[config.mk]
export PLATFORM = sky130hd
export DESIGN_NAME = wiper_bank
export DESIGN_NICKNAME = d
export VERILOG_FILES = /design/src/rtl/wiper_bank_pkg.sv /design/src/rtl/wb_busy_timer.sv /design/src/rtl/wb_reg_store.sv /design/src/rtl/wb_wiper_reg.sv /design/src/rtl/wb_tap_decode.sv /design/src/rtl/wiper_bank.sv
export SDC_FILE = /design/constraint.sdc
export NUM_CORES = 1
export LEC_CHECK = 0
export BUFFER_PORTS_ARGS = -buffer_cell sky130_fd_sc_hd__buf_4
export CAP_MARGIN = 20
export CORE_UTILIZATION = 56
export CTS_CLUSTER_SIZE = 40
export DETAILED_ROUTE_END_ITERATION = 16
export MAX_ROUTING_LAYER = met4
export PLACE_DENSITY = 0.84
export SYNTH_ARGS = -nofsm -noshare
export SYNTH_HDL_FRONTEND = slang
export SYNTH_HIERARCHICAL = 1
export SYNTH_SLANG_ARGS = --single-unit
[constraint.sdc]
create_clock -name clk -period 8.46 [get_ports clk]
set_clock_uncertainty 0.2 [all_clocks]
set_input_delay 2.538 -clock clk [delete_from_list [all_inputs] [get_ports clk]]
set_output_delay 2.538 -clock clk [all_outputs]
set_load 0.02 [all_outputs]
[src/rtl/wiper_bank_pkg.sv]
package wiper_bank_pkg;

  typedef enum logic [2:0] {
    OP_NONE   = 3'd0,
    OP_WR_WIP = 3'd1,
    OP_RD_WIP = 3'd2,
    OP_WR_REG = 3'd3,
    OP_RD_REG = 3'd4,
    OP_RECALL = 3'd5,
    OP_SAVE   = 3'd6,
    OP_STEP   = 3'd7
  } op_e;

  // Saturating one-step move of an unsigned code of width w.
  function automatic logic [15:0] step_sat(input logic [15:0] val,
                                           input logic up,
                                           input int unsigned w);
    logic [15:0] top;
    top = 16'((32'd1 << w) - 1);
    if (up) return (val >= top) ? top : val + 16'd1;
    else    return (val == 16'd0) ? 16'd0 : val - 16'd1;
  endfunction

endpackage

[src/rtl/wb_busy_timer.sv]
module wb_busy_timer #(
  parameter int CYCLES = 1000
) (
  input  logic clk,
  input  logic rst_n,
  input  logic start,
  output logic busy
);
  localparam int CW = $clog2(CYCLES + 1);

  logic [CW-1:0] remain;

  always_ff @(posedge clk) begin
    if (!rst_n)             remain <= '0;
    else if (start)         remain <= CW'(CYCLES);
    else if (remain != '0)  remain <= remain - 1'b1;
  end

  assign busy = (remain != '0);


  busy_start_chk: assert property (@(posedge clk) disable iff (!rst_n)
    start |=> busy);

endmodule

[src/rtl/wb_reg_store.sv]
module wb_reg_store #(
  parameter int WIDTH = 6,
  parameter int NREGS = 4,
  parameter logic [NREGS*WIDTH-1:0] INIT_VALS = '0,
  localparam int IDXW = (NREGS > 1) ? $clog2(NREGS) : 1
) (
  input  logic             clk,
  input  logic             wr_en,
  input  logic [IDXW-1:0]  wr_idx,
  input  logic [WIDTH-1:0] wr_val,
  input  logic [IDXW-1:0]  rd_idx,
  output logic [WIDTH-1:0] rd_val,
  output logic [WIDTH-1:0] reg0
);
  logic [WIDTH-1:0] cells [NREGS];

  // Power-up contents; no reset term, so contents survive rst_n.
  initial begin
    for (int i = 0; i < NREGS; i++) cells[i] = INIT_VALS[i*WIDTH +: WIDTH];
  end

  always_ff @(posedge clk) begin
    if (wr_en) cells[wr_idx] <= wr_val;
  end

  assign rd_val = cells[rd_idx];
  assign reg0   = cells[0];

endmodule

[src/rtl/wb_wiper_reg.sv]
module wb_wiper_reg
  import wiper_bank_pkg::*;
#(
  parameter int WIDTH = 6
) (
  input  logic             clk,
  input  logic             rst_n,
  input  logic [WIDTH-1:0] recall_val,
  input  logic             load_en,
  input  logic [WIDTH-1:0] load_val,
  input  logic             step_en,
  input  logic             step_up,
  output logic [WIDTH-1:0] wiper
);
  localparam logic [WIDTH-1:0] TOP = {WIDTH{1'b1}};

  logic [WIDTH-1:0] stepped;
  assign stepped = WIDTH'(step_sat(16'(wiper), step_up, WIDTH));

  always_ff @(posedge clk) begin
    if (!rst_n)       wiper <= recall_val;
    else if (load_en) wiper <= load_val;
    else if (step_en) wiper <= stepped;
  end


  sat_high_chk: assert property (@(posedge clk) disable iff (!rst_n)
    (step_en && !load_en && step_up && wiper == TOP) |=> wiper == TOP);

  sat_low_chk: assert property (@(posedge clk) disable iff (!rst_n)
    (step_en && !load_en && !step_up && wiper == '0) |=> wiper == '0);

endmodule

[src/rtl/wb_tap_decode.sv]
module wb_tap_decode #(
  parameter int WIDTH = 6,
  localparam int TAPS = 1 << WIDTH
) (
  input  logic [WIDTH-1:0] code,
  output logic [TAPS-1:0]  tap_sel
);
  for (genvar t = 0; t < TAPS; t++) begin : g_tap
    assign tap_sel[t] = (code == WIDTH'(t));
  end
endmodule

[src/rtl/wiper_bank.sv]
module wiper_bank
  import wiper_bank_pkg::*;
#(
  parameter int WIDTH       = 6,
  parameter int NREGS       = 4,
  parameter int BUSY_CYCLES = 1000,
  parameter logic [NREGS*WIDTH-1:0] INIT_VALS = '0,
  localparam int IDXW = (NREGS > 1) ? $clog2(NREGS) : 1,
  localparam int TAPS = 1 << WIDTH
) (
  input  logic             clk,
  input  logic             rst_n,
  input  logic             cmd_valid,
  input  logic [2:0]       cmd_op,
  input  logic [IDXW-1:0]  cmd_sel,
  input  logic [WIDTH-1:0] cmd_data,
  input  logic             wp_n,
  output logic [WIDTH-1:0] rd_data,
  output logic             busy,
  output logic [WIDTH-1:0] wiper,
  output logic [TAPS-1:0]  tap_sel
);
  op_e op;
  assign op = op_e'(cmd_op);

  // Named command events
  logic accept, wip_write, wip_recall, wip_step, nv_req, nv_go;
  logic [WIDTH-1:0] reg_rd, reg0, nv_val, wip_load_val;

  assign accept     = cmd_valid && !busy;
  assign wip_write  = accept && op == OP_WR_WIP;
  assign wip_recall = accept && op == OP_RECALL;
  assign wip_step   = accept && op == OP_STEP;
  assign nv_req     = accept && (op == OP_WR_REG || op == OP_SAVE);
  assign nv_go      = nv_req && wp_n;
  assign nv_val     = (op == OP_SAVE) ? wiper : cmd_data;
  assign wip_load_val = wip_recall ? reg_rd : cmd_data;

  wb_reg_store #(.WIDTH(WIDTH), .NREGS(NREGS), .INIT_VALS(INIT_VALS)) u_store (
    .clk(clk), .wr_en(nv_go), .wr_idx(cmd_sel), .wr_val(nv_val),
    .rd_idx(cmd_sel), .rd_val(reg_rd), .reg0(reg0)
  );

  wb_wiper_reg #(.WIDTH(WIDTH)) u_wiper (
    .clk(clk), .rst_n(rst_n), .recall_val(reg0),
    .load_en(wip_write || wip_recall), .load_val(wip_load_val),
    .step_en(wip_step), .step_up(cmd_data[0]), .wiper(wiper)
  );

  wb_busy_timer #(.CYCLES(BUSY_CYCLES)) u_timer (
    .clk(clk), .rst_n(rst_n), .start(nv_go), .busy(busy)
  );

  wb_tap_decode #(.WIDTH(WIDTH)) u_decode (.code(wiper), .tap_sel(tap_sel));

  always_ff @(posedge clk) begin
    if (!rst_n)                          rd_data <= '0;
    else if (accept && op == OP_RD_WIP)  rd_data <= wiper;
    else if (accept && op == OP_RD_REG)  rd_data <= reg_rd;
  end


  tap_onehot_chk: assert property (@(posedge clk) disable iff (!rst_n)
    $countones(tap_sel) == 1);

  wp_no_busy_chk: assert property (@(posedge clk) disable iff (!rst_n)
    (nv_req && !wp_n) |=> !busy);

  recall_no_busy_chk: assert property (@(posedge clk) disable iff (!rst_n)
    wip_recall |=> !busy);

  busy_ignore_chk: assert property (@(posedge clk) disable iff (!rst_n)
    (busy && cmd_valid) |=> ($stable(wiper) && $stable(rd_data)));

endmodule

==> impl_metrics.sql, run 1 <==
INSERT INTO impl_metrics (metric_group, metric, value, unit) VALUES
('global_routing', 'first_global_vias', '2626', ''),
('die', 'placeableCoreArea', '0.00524', 'sq mm'),
('worst_setup_path', 'delay_of_the_slowest_cell_on_the_worst_path', '0.59', 'ns'),
('die', 'die_w', '76.6', 'um'),
('drt', 'initialDrtViolationCount', '221', ''),
('worst_setup_path', 'path_depth', '5', ''),
('placement', 'gpl.final_weighted_congestion', '0.896', ''),
('logic_synthesis', 'post-synth-top-count-cell', 'nor2_1', ''),
('finish', 'drive_gt1_share', '31.2', '%'),
('logic_synthesis', 'postSynthNetCount', '346', ''),
('sta', 'layout_worst_path_cycle_share', '58.6', '%'),
('worst_setup_path', 'worstPathCellList', 'inv_1, ha_1, nor4b_1, nand3_1, buf_4', ''),
('logic_synthesis', 'post_synth_most_frequent_cells', '71 x nor2_1, 30 x edfxtp_1, 16 x dfxtp_1, 14 x inv_1, 13 x clkbuf_1', ''),
('cts', 'tritoncts', 'yes', ''),
('cts', 'htree_levels', '2', ''),
('placement', 'place_hpwl', '5890', 'um'),
('drt', 'num_vias', '2851', ''),
('die', 'fp.dieH', '76.6', 'um'),
('finish', 'num-nets-final', '422', ''),
('worst_hold_path', 'hold_path.class', 'flop to flop', ''),
('global_routing', 'gr-usage-all-layers', '29.8', '%'),
('logic_synthesis', 'synth_largest_type_area_fraction', '28.9', '%'),
('cts', 'cts.hold.buffers_added', '0', ''),
('cts', 'cts_made_buffers', '5', ''),
('power_and_ir_drop', 'power-per-cell-area', '201', 'mW/mm^2'),
('die', 'start_util', '59.4', '%'),
('worst_setup_path', 'crit-reg2reg-launch', 'u_timer/remain[0]', ''),
('logic_synthesis', 'synthFlopType', 'edfxtp_1', ''),
('global_routing', 'grt_first_pass_wirelength', '13600', 'um'),
('logic_synthesis', 'post_synth_instance_area', '0.00311', 'sq mm'),
('power_and_ir_drop', 'ir_drop', '0.216', 'mV'),
('power_and_ir_drop', 'total_leakage_power', '1.57', 'nW'),
('logic_synthesis', 'postSynthCellCount', '327', ''),
('worst_hold_path', 'min_from', 'rd_data[0]', ''),
('finish', 'synthToLayoutAreaGrowth', '24.1', '%'),
('logic_synthesis', 'ys_ff_latch', '46', ''),
('logic_synthesis', 'ys_warn_count', '6', ''),
('worst_setup_path', 'worst_setup_path_end_kind', 'output pin', ''),
('logic_synthesis', 'yosysSeqAreaShare', '39.2', '%'),
('sta', 'hold_viol_final', '0', ''),
('global_routing', 'globalRoute.totalOverflow', '0', ''),
('worst_setup_path', 'crit_path_start_kind', 'flop', ''),
('cts', 'clockBufferDepth', '2', ''),
('finish', 'antennaDiodeCount', '0', ''),
('worst_setup_path', 'worst_r2r_path_depth', '7', ''),
('sta', 'max_clock_freq', '202', 'MHz'),
('logic_synthesis', 'yosysTopAreaCell', 'edfxtp_1', ''),
('die', 'io_pins', '92', ''),
('sta', 'slew_headroom', '41.8', '%'),
('worst_setup_path', 'timing.reg2reg.setup_slack', '4.65', 'ns'),
('outcome', 'status', 'finished clean', ''),
('cts', 'worstSkewPairLatency', '0.31', 'ns'),
('logic_synthesis', 'netlist_top_cells_area', 'edfxtp_1 29%, dfxtp_1 10%, nor2_1 8.6%', ''),
('cts', 'cts_repair_resize_count', '0', ''),
('worst_setup_path', 'timing.critical_path.required', '5.72', 'ns'),
('cts', 'clock_sinks', '46', ''),
('die', 'die_area', '0.00586', 'sq mm'),
('worst_hold_path', 'min_delay_path_depth', '2', ''),
('cts', 'postCtsSetupRepairBufs', '0', ''),
('sta', 'finalCriticalPeriod', '4.96', 'ns'),
('job', 'max_cap_violations', '0', ''),
('sta', 'rsz0062_at_grt', 'no', ''),
('worst_setup_path', 'critical_path_buffer_and_inverter_count', '2', ''),
('sta', 'worstMarginPinSlew', '0.871', 'ns'),
('drt', 'vias_per_cell', '6.01', ''),
('drt', 'routed_wirelength', '8130', 'um'),
('drt', 'drtAntennaViolNets', '0', ''),
('global_routing', 'grt_max_degree', '27', ''),
('drt', 'dr.pass1.iters', '4', ''),
('sta', 'setup_tns', '0', 'ns'),
('logic_synthesis', 'share_of_flip_flops_with_an_asynchronous_set_or_reset', '0', '%');
cell usage in the layout (no fill, tap or decap), drive strengths merged, types with 4 or more instances in the layout:
master / netlist / layout
a21boi: 4 / 4
a21oi: 6 / 6
a311oi: 4 / 4
a31oi: 6 / 6
and3: 6 / 6
and3b: 4 / 4
buf: 8 / 91
clkbuf: 14 / 5
dfxtp: 16 / 16
edfxtp: 30 / 30
ha: 4 / 4
inv: 14 / 17
mux2: 12 / 12
mux4: 6 / 6
nand2: 11 / 11
nand2b: 8 / 8
nand3: 5 / 5
nand3b: 4 / 4
nand4b: 4 / 4
nand4bb: 7 / 7
nor2: 71 / 71
nor3: 6 / 6
nor3b: 6 / 6
nor4: 4 / 4
o21ai: 13 / 13
o31a: 5 / 5
or2: 4 / 4
or4b: 6 / 6
xor2: 5 / 5
cells by family after synthesis:
kind of cell	share of synthesized area [%]
AND/OR/NAND/NOR	28.5
AO/OA/AOI/OAI	12.7
flip-flops	39.2
buffers and inverters	5.39
multiplexers	10.4
XOR/XNOR	2.21
adder cells (fa/ha/maj)	1.61
layer usage:
| metal | track usage [%] | wire (um) | vias up |
|---|---|---|---|
| met1 | 37.3 | 3520 | 1354 |
| met3 | 4.91 | 480 | 13 |
| met2 | 49.6 | 3990 | 115 |
| li1 | - | - | 1369 |
| met5 | - | 0 | - |
| met4 | 8.85 | 142 | 0 |
power by group:
group / leakage, nW / switching [mW] / internal [mW]
logic: 1.11 / 0.178 / 0.131
registers: 0.405 / 0.0536 / 0.269
clock network: 0.0495 / 0.0838 / 0.0614
sequential cells by signal, indices dropped and copies added (netlist names):
signal          count
u_timer/remain     10
u_wiper/wiper       6
u_store/cells      24
rd_data             6
worst max-delay path by stage:
stage                                 start                  end  slack (ns)
after floorplan                   cmd_op[2]  u_store/cells[0][0]        4.05
after global placement            cmd_op[2]  u_store/cells[0][3]        3.90
after detailed placement          cmd_op[2]  u_store/cells[0][3]        3.79
after CTS                 u_timer/remain[0]                 busy        3.52
after global routing      u_timer/remain[0]                 busy        3.35
final                     u_timer/remain[0]                 busy        3.50
area by class of cell:
cell class	instances	area, sq um
multi-input combinational	245	1720
timing repair buffer	91	683
sequential	46	1220
clock buffer	5	68.8
tap	70	87.6
inverter	14	52.6
clock inverter	3	26.3
fill	401	1370
metrics by stage:
step                instance area, sq um  setup slack, ns  instances  hold slack (ns)  util [%]
finish                              3860             3.50        474            0.324      73.8
global route                        3860             3.35        474            0.385      73.8
CTS                                 3860             3.52        474            0.332      73.8
detailed placement                  3770             3.79        466            0.319      72.0
global placement                    3770             3.90        466            0.314      72.0
floorplan                           3110             4.05        327            0.297         -
worst min-delay path, cell delays in order, from the launching register on:
cell and delay [ns]:
dfxtp_1 0.32, a21oi_1 0.11, a311oi_1 0.05
No activity file was read; power rests on OpenSTA's default activity.
==> run 2, diff against run 1 <==
--- a/config.mk
+++ b/config.mk
@@ -7,11 +7,11 @@
 export LEC_CHECK = 0
 export BUFFER_PORTS_ARGS = -buffer_cell sky130_fd_sc_hd__buf_4
 export CAP_MARGIN = 20
-export CORE_UTILIZATION = 56
+export CORE_UTILIZATION = 52
 export CTS_CLUSTER_SIZE = 40
 export DETAILED_ROUTE_END_ITERATION = 16
 export MAX_ROUTING_LAYER = met4
-export PLACE_DENSITY = 0.84
+export PLACE_DENSITY = 0.78
 export SYNTH_ARGS = -nofsm -noshare
 export SYNTH_HDL_FRONTEND = slang
 export SYNTH_HIERARCHICAL = 1
==> constraint.sdc (replaced) <==
create_clock -name clk -period 5 [get_ports clk]
set_clock_uncertainty 0.2 [all_clocks]
set_input_delay 1.5 -clock clk [delete_from_list [all_inputs] [get_ports clk]]
set_output_delay 1.5 -clock clk [all_outputs]
set_load 0.02 [all_outputs]
==> run 2 against run 1 <==
  * First-iteration DRC count is 17% higher
  * Non-clock buffer count stayed put
  * Via count is 1.5% higher
  * Core utilization decreased by 5.3 points
  * Count of clock-buffer cells in the layout unchanged
  * Sequential power increased by 70%
  * Clock power rose by 55%
  * Power up 68%
  * Die area grew 7.5%
  * Register-to-register slack lost 3.5 ns
  * Combinational power grew 72%
  * Setup slack worse by 2.4 ns
  * Critical path type is now flop to flop
  * Highest routed layer unchanged
==> impl_metrics.sql, run 2 (synthesis results as in run 1) <==
INSERT INTO impl_metrics (metric_group, metric, value, unit) VALUES
('outcome', 'status', 'finished clean', ''),
('drt', 'routed_wirelength', '8410', 'um'),
('finish', 'antennaDiodeCount', '0', ''),
('global_routing', 'grt_first_pass_wirelength', '12800', 'um'),
('global_routing', 'grt_max_degree', '27', ''),
('worst_setup_path', 'worst_setup_path_end_kind', 'flop', ''),
('power_and_ir_drop', 'clock_power_share', '17.2', '%'),
('global_routing', 'gr-usage-all-layers', '27.0', '%'),
('placement', 'place_area', '0.00377', 'sq mm'),
('worst_hold_path', 'hold_path.class', 'flop to flop', ''),
('cts', 'clock_sinks', '46', ''),
('cts', 'clockRootBuffer', 'clkbuf_8', ''),
('die', 'die_w', '79.4', 'um'),
('power_and_ir_drop', 'power.share.combinational', '40.6', '%'),
('global_routing', 'globalRoute.totalOverflow', '0', ''),
('power_and_ir_drop', 'register_share_of_total_power', '42.1', '%'),
('finish', 'drive_gt1_share', '31.2', '%'),
('finish', 'num-nets-final', '422', ''),
('cts', 'worstSkewPairLatency', '0.30', 'ns'),
('sta', 'layout_worst_path_cycle_share', '77.3', '%'),
('placement', 'gpl.final_weighted_congestion', '0.950', ''),
('sta', 'setup_tns', '0', 'ns'),
('finish', 'top_register', 'u_store/cells', ''),
('global_routing', 'use_met1', '35.9', '%'),
('power_and_ir_drop', 'power.total', '1.30', 'mW'),
('job', 'max_cap_violations', '0', ''),
('global_routing', 'globalRouteMet2Util', '44.4', '%'),
('global_routing', 'global_route.peak_usage_layer', 'met2', ''),
('power_and_ir_drop', 'total_leakage_power', '1.56', 'nW'),
('sta', 'finalHoldWorstSlack', '0.342', 'ns'),
('placement', 'place_hpwl', '6270', 'um'),
('finish', 'synthToLayoutAreaGrowth', '24.0', '%'),
('drt', 'num_vias', '2895', ''),
('worst_setup_path', 'timing.critical_path.required', '4.72', 'ns'),
('die', 'io_pins', '92', ''),
('drt', 'post-route-drc-count', '0', ''),
('worst_setup_path', 'cp_max_fo', '8', ''),
('finish', 'final_common_cell', 'buf_4', ''),
('global_routing', 'grt_util_met3', '3.89', '%'),
('power_and_ir_drop', 'ir_drop', '0.379', 'mV'),
('power_and_ir_drop', 'p_int', '776', 'uW'),
('worst_setup_path', 'worst-setup-path-type', 'flop to flop', ''),
('die', 'placeableCoreArea', '0.00564', 'sq mm'),
('cts', 'cts.clk_slew.worst_paths', '0.09', 'ns'),
('finish', 'flip_flop_count_of_the_largest_register_all_copies_and_words_added', '24', ''),
('cts', 'clockBufferDepth', '2', ''),
('drt', 'drtAntennaViolNets', '0', ''),
('finish', 'registers_with_the_highest_flip_flop_counts', 'u_store/cells: 24 flops, u_timer/remain: 10 flops', ''),
('cts', 'cts_made_buffers', '5', ''),
('global_routing', 'first_global_vias', '2421', ''),
('power_and_ir_drop', 'netSwitchingPower', '529', 'uW'),
('drt', 'dr.pass1.iters', '4', ''),
('finish', 'finish.instance_area', '0.00386', 'sq mm'),
('finish', 'fillCellCount', '483', ''),
('sta', 'finalCriticalPeriod', '3.87', 'ns'),
('sta', 'worstMarginPinSlew', '0.882', 'ns'),
('worst_setup_path', 'critPathLaunch', 'u_timer/remain[0]', ''),
('drt', 'initialDrtViolationCount', '258', ''),
('cts', 'htree_levels', '2', ''),
('sta', 'slew_headroom', '41.1', '%'),
('cts', 'postCtsSetupRepairBufs', '0', ''),
('worst_setup_path', 'crit-reg2reg-launch', 'u_timer/remain[0]', ''),
('die', 'die_area', '0.00630', 'sq mm'),
('sta', 'hold_viol_final', '0', ''),
('cts', 'cts.hold.buffers_added', '0', ''),
('die', 'fp.dieH', '79.4', 'um'),
('power_and_ir_drop', 'switching_share', '40.5', '%'),
('sta', 'setup_violations', '0', ''),
('cts', 'cts_repair_resize_count', '0', ''),
('sta', 'final-max-slew-violation-count', '0', ''),
('worst_hold_path', 'min_from', 'rd_data[1]', ''),
('finish', 'layout_common_cells', '91 x buf_4, 71 x nor2_1, 30 x edfxtp_1', ''),
('global_routing', 'grt_antenna_before_repair', '0', ''),
('sta', 'rsz0062_at_grt', 'no', ''),
('sta', 'max_clock_freq', '259', 'MHz'),
('worst_setup_path', 'worstPathArrival', '3.59', 'ns'),
('die', 'start_util', '55.2', '%'),
('drt', 'drt-wirelength-per-cell', '17.7', 'um'),
('power_and_ir_drop', 'power-per-cell-area', '338', 'mW/mm^2'),
('cts', 'tritoncts', 'yes', ''),
('placement', 'buffer_ports.inserted', '91', ''),
('die', 'row_count', '27', ''),
('worst_setup_path', 'crit_path_start_kind', 'flop', ''),
('drt', 'vias_per_cell', '6.08', '');
-- run 2: cell types whose count changed in the layout (fill, tap and decap cells not counted), sizes merged --
| cell | delta |
|---|---|
| inv | -3 |
| clkinv | +2 |
| clkinvlp | +1 |
-- run 2: final timing paths --
path                    endpoint  slack (ns)  cells past startpoint
max reg2reg  u_store/cells[0][0]        1.13                      7
max          u_store/cells[0][0]        1.13                      7
min                   rd_data[1]        0.34                      2
min reg2reg           rd_data[1]        0.34                      2
-- run 2: metal layers --
metal	up-vias	wire, um
met1	1384	3650
li1	1363	-
met4	0	116
met3	14	569
met2	134	4080
met5	-	0
-- run 2: critical path, cell delays in order (launching register included) --
cell	delay, ns
dfxtp_1	0.35
inv_1	0.09
ha_1	0.22
nor4b_1	0.51
nand3_1	0.38
nand2b_1	0.27
nor3_1	0.68
nor3b_1	0.80
-- run 2: layout make-up --
cell class | instances | area (sq um) | share of cell area (%)
Clock buffer | 5 | 68.8 | 1.78
Clock inverter | 3 | 21.3 | 0.551
Inverter | 14 | 52.6 | 1.36
Multi-Input combinational cell | 245 | 1720 | 44.7
Sequential cell | 46 | 1220 | 31.6
Tap cell | 72 | 90.1 | 2.33
Timing Repair Buffer | 91 | 683 | 17.7
-- run 2: power groups by stage --
stage	Sequential [mW]	Clock [mW]	Combinational, mW
global route	0.560	0.243	0.571
floorplan	0.530	0	0.391
global placement	0.554	0	0.503
detailed placement	0.556	0	0.517
finish	0.549	0.225	0.530
CTS	0.548	0.232	0.521
-- run 2: per-stage QoR --
| step | setup WS (ns) | instances | util (%) |
|---|---|---|---|
| 2_1_floorplan | 1.63 | 327 | - |
| 3_3_place_gp | 1.40 | 468 | 66.8 |
| 3_5_place_dp | 1.22 | 468 | 66.8 |
| 4_1_cts | 1.19 | 476 | 68.4 |
| 5_1_grt | 0.785 | 476 | 68.4 |
| 6_report | 1.13 | 476 | 68.4 |
==> run 3, diff against run 2 <==
--- a/config.mk
+++ b/config.mk
@@ -7,11 +7,11 @@
 export LEC_CHECK = 0
 export BUFFER_PORTS_ARGS = -buffer_cell sky130_fd_sc_hd__buf_4
 export CAP_MARGIN = 20
-export CORE_UTILIZATION = 52
+export CORE_UTILIZATION = 47
 export CTS_CLUSTER_SIZE = 40
 export DETAILED_ROUTE_END_ITERATION = 16
 export MAX_ROUTING_LAYER = met4
-export PLACE_DENSITY = 0.78
+export PLACE_DENSITY = 0.75
 export SYNTH_ARGS = -nofsm -noshare
 export SYNTH_HDL_FRONTEND = slang
 export SYNTH_HIERARCHICAL = 1
==> constraint.sdc (replaced) <==
create_clock -name clk -period 3.2 [get_ports clk]
set_clock_uncertainty 0.2 [all_clocks]
set_input_delay 0.96 -clock clk [delete_from_list [all_inputs] [get_ports clk]]
set_output_delay 0.96 -clock clk [all_outputs]
set_load 0.02 [all_outputs]
==> run 3 against run 2 <==
  * Worst hold slack got worse by 0.012 ns
  * Count of clock-buffer cells in the layout unchanged
  * Combinational power increased by 68%
  * Flip-flop and latch count unchanged
  * Critical endpoint is now tap_sel[11]
  * Sequential share of layout area decreased by 0.75 points
  * Setup slack got worse by 0.99 ns
  * Clock power increased by 67%
  * Highest routed layer unchanged
==> impl_metrics.sql, run 3 (synthesis results as in run 1) <==
INSERT INTO impl_metrics (metric_group, metric, value, unit) VALUES
('power_and_ir_drop', 'power.total', '2.09', 'mW'),
('cts', 'clockBufferDepth', '2', ''),
('placement', 'gpl.final_weighted_congestion', '0.860', ''),
('finish', 'synthToLayoutAreaGrowth', '27.0', '%'),
('placement', 'place_hpwl', '6090', 'um'),
('sta', 'finalHoldWorstSlack', '0.329', 'ns'),
('job', 'max_cap_violations', '0', ''),
('sta', 'hold_viol_final', '0', ''),
('die', 'placeableCoreArea', '0.00639', 'sq mm'),
('sta', 'setup_violations', '0', ''),
('cts', 'cts.hold.buffers_added', '0', ''),
('die', 'die_w', '83.4', 'um'),
('drt', 'routed_wirelength', '7950', 'um'),
('worst_setup_path', 'timing.critical_path.required', '2.04', 'ns'),
('cts', 'postCtsSetupRepairBufs', '0', ''),
('die', 'io_pins', '92', ''),
('finish', 'layout_common_cells', '101 x buf_4, 71 x nor2_1, 30 x edfxtp_1', ''),
('cts', 'htree_levels', '2', ''),
('global_routing', 'first_global_vias', '2608', ''),
('drt', 'vias_per_cell', '5.83', ''),
('cts', 'cts_made_buffers', '5', ''),
('finish', 'register_area', '0.00122', 'sq mm'),
('global_routing', 'globalRoute.totalOverflow', '0', ''),
('power_and_ir_drop', 'total_leakage_power', '1.62', 'nW'),
('sta', 'post-route-worst-setup-slack', '0.141', 'ns'),
('finish', 'post_layout_nonfiller_instances', '491', ''),
('global_routing', 'grt_max_degree', '24', ''),
('global_routing', 'gr-usage-all-layers', '24.1', '%'),
('cts', 'clockRootBuffer', 'clkbuf_8', ''),
('cts', 'cts_repair_resize_count', '0', ''),
('finish', 'top_register', 'u_store/cells', ''),
('drt', 'drtAntennaViolNets', '0', ''),
('placement', 'buffer_ports.inserted', '91', ''),
('cts', 'tritoncts', 'yes', ''),
('sta', 'final-max-slew-violation-count', '0', ''),
('sta', 'rsz0062_at_grt', 'no', ''),
('die', 'fp.dieH', '83.4', 'um'),
('placement', 'numPlacedInstances', '483', ''),
('die', 'start_util', '48.7', '%'),
('worst_setup_path', 'cp_max_fo', '17', ''),
('sta', 'max_clock_freq', '327', 'MHz'),
('drt', 'drt-wirelength-per-cell', '16.2', 'um'),
('worst_setup_path', 'crit_path_start_kind', 'flop', ''),
('finish', 'num-nets-final', '432', ''),
('drt', 'dr.pass1.iters', '4', ''),
('global_routing', 'grt_first_pass_wirelength', '13000', 'um'),
('worst_setup_path', 'worst_setup_path_end_kind', 'output pin', ''),
('global_routing', 'grt_antenna_before_repair', '0', ''),
('finish', 'registers_with_the_highest_flip_flop_counts', 'u_store/cells: 24 flops, u_timer/remain: 10 flops', ''),
('drt', 'post-route-drc-count', '0', ''),
('drt', 'num_vias', '2862', ''),
('cts', 'worstSkewPairLatency', '0.30', 'ns'),
('sta', 'layout_worst_path_cycle_share', '95.6', '%'),
('worst_setup_path', 'worst-setup-path-type', 'flop to output pin', ''),
('drt', 'initialDrtViolationCount', '143', ''),
('sta', 'finalCriticalPeriod', '3.06', 'ns'),
('cts', 'cts.clk_slew.worst_paths', '0.09', 'ns'),
('finish', 'final_common_cell', 'buf_4', ''),
('sta', 'worstMarginPinSlew', '0.697', 'ns'),
('die', 'die_area', '0.00695', 'sq mm'),
('power_and_ir_drop', 'ir_drop', '0.402', 'mV'),
('finish', 'antennaDiodeCount', '0', ''),
('die', 'row_count', '29', ''),
('sta', 'setup_tns', '0', 'ns'),
('outcome', 'status', 'finished clean', ''),
('finish', 'multi_input_comb_area', '0.00173', 'sq mm'),
('finish', 'fillCellCount', '525', ''),
('placement', 'pre_cts_slack', '0.248', 'ns'),
('worst_setup_path', 'worstPathArrival', '1.90', 'ns'),
('cts', 'clock_sinks', '46', ''),
('finish', 'drive_gt1_share', '33.1', '%'),
('sta', 'slew_headroom', '53.1', '%'),
('finish', 'flip_flop_count_of_the_largest_register_all_copies_and_words_added', '24', ''),
('power_and_ir_drop', 'power-per-cell-area', '529', 'mW/mm^2'),
('worst_hold_path', 'hold_path.class', 'flop to flop', '');
-- run 3: metal layers --
layer	GRT usage [%]	wire, um
met1	29.7	3410
met2	39.7	3860
met3	4.27	510
met4	8.62	162
met5	-	0
-- run 3: path summary, 6_finish.rpt --
| check | slack [ns] | end | start | cells past startpoint |
|---|---|---|---|---|
| worst max-delay path | 0.14 | tap_sel[11] | u_wiper/wiper[4] | 3 |
| worst min-delay path | 0.33 | rd_data[3] | rd_data[3] | 2 |
| worst max register to register | 0.17 | u_store/cells[0][0] | u_timer/remain[0] | 8 |
| worst min register to register | 0.33 | rd_data[3] | rd_data[3] | 2 |
-- run 3: stage by stage --
| step | utilization (%) | cell area, sq um |
|---|---|---|
| 2_1_floorplan | - | 3120 |
| 3_3_place_gp | 60.4 | 3860 |
| 3_5_place_dp | 60.4 | 3860 |
| 4_1_cts | 61.9 | 3960 |
| 5_1_grt | 61.9 | 3960 |
| 6_report | 61.9 | 3960 |
-- run 3: final cells by class --
type | count | area share (%)
Clock buffer | 5 | 1.74
Clock inverter | 3 | 0.728
Inverter | 14 | 1.33
Multi-Input combinational cell | 245 | 43.7
Sequential cell | 46 | 30.9
Tap cell | 77 | 2.44
Timing Repair Buffer | 101 | 19.2
-- run 3: power breakdown --
part	switching, mW	internal [mW]	leakage, nW	total [mW]
combinational	0.504	0.385	1.16	0.889
clock	0.212	0.163	0.0506	0.375
sequential	0.115	0.712	0.405	0.827
total	0.830	1.26	1.62	2.09
-- run 3: critical path, cell delays in order (launching register included) --
cell and delay [ns]:
edfxtp_1 0.60, or4b_1 0.69, nor2_1 0.15, buf_4 0.16
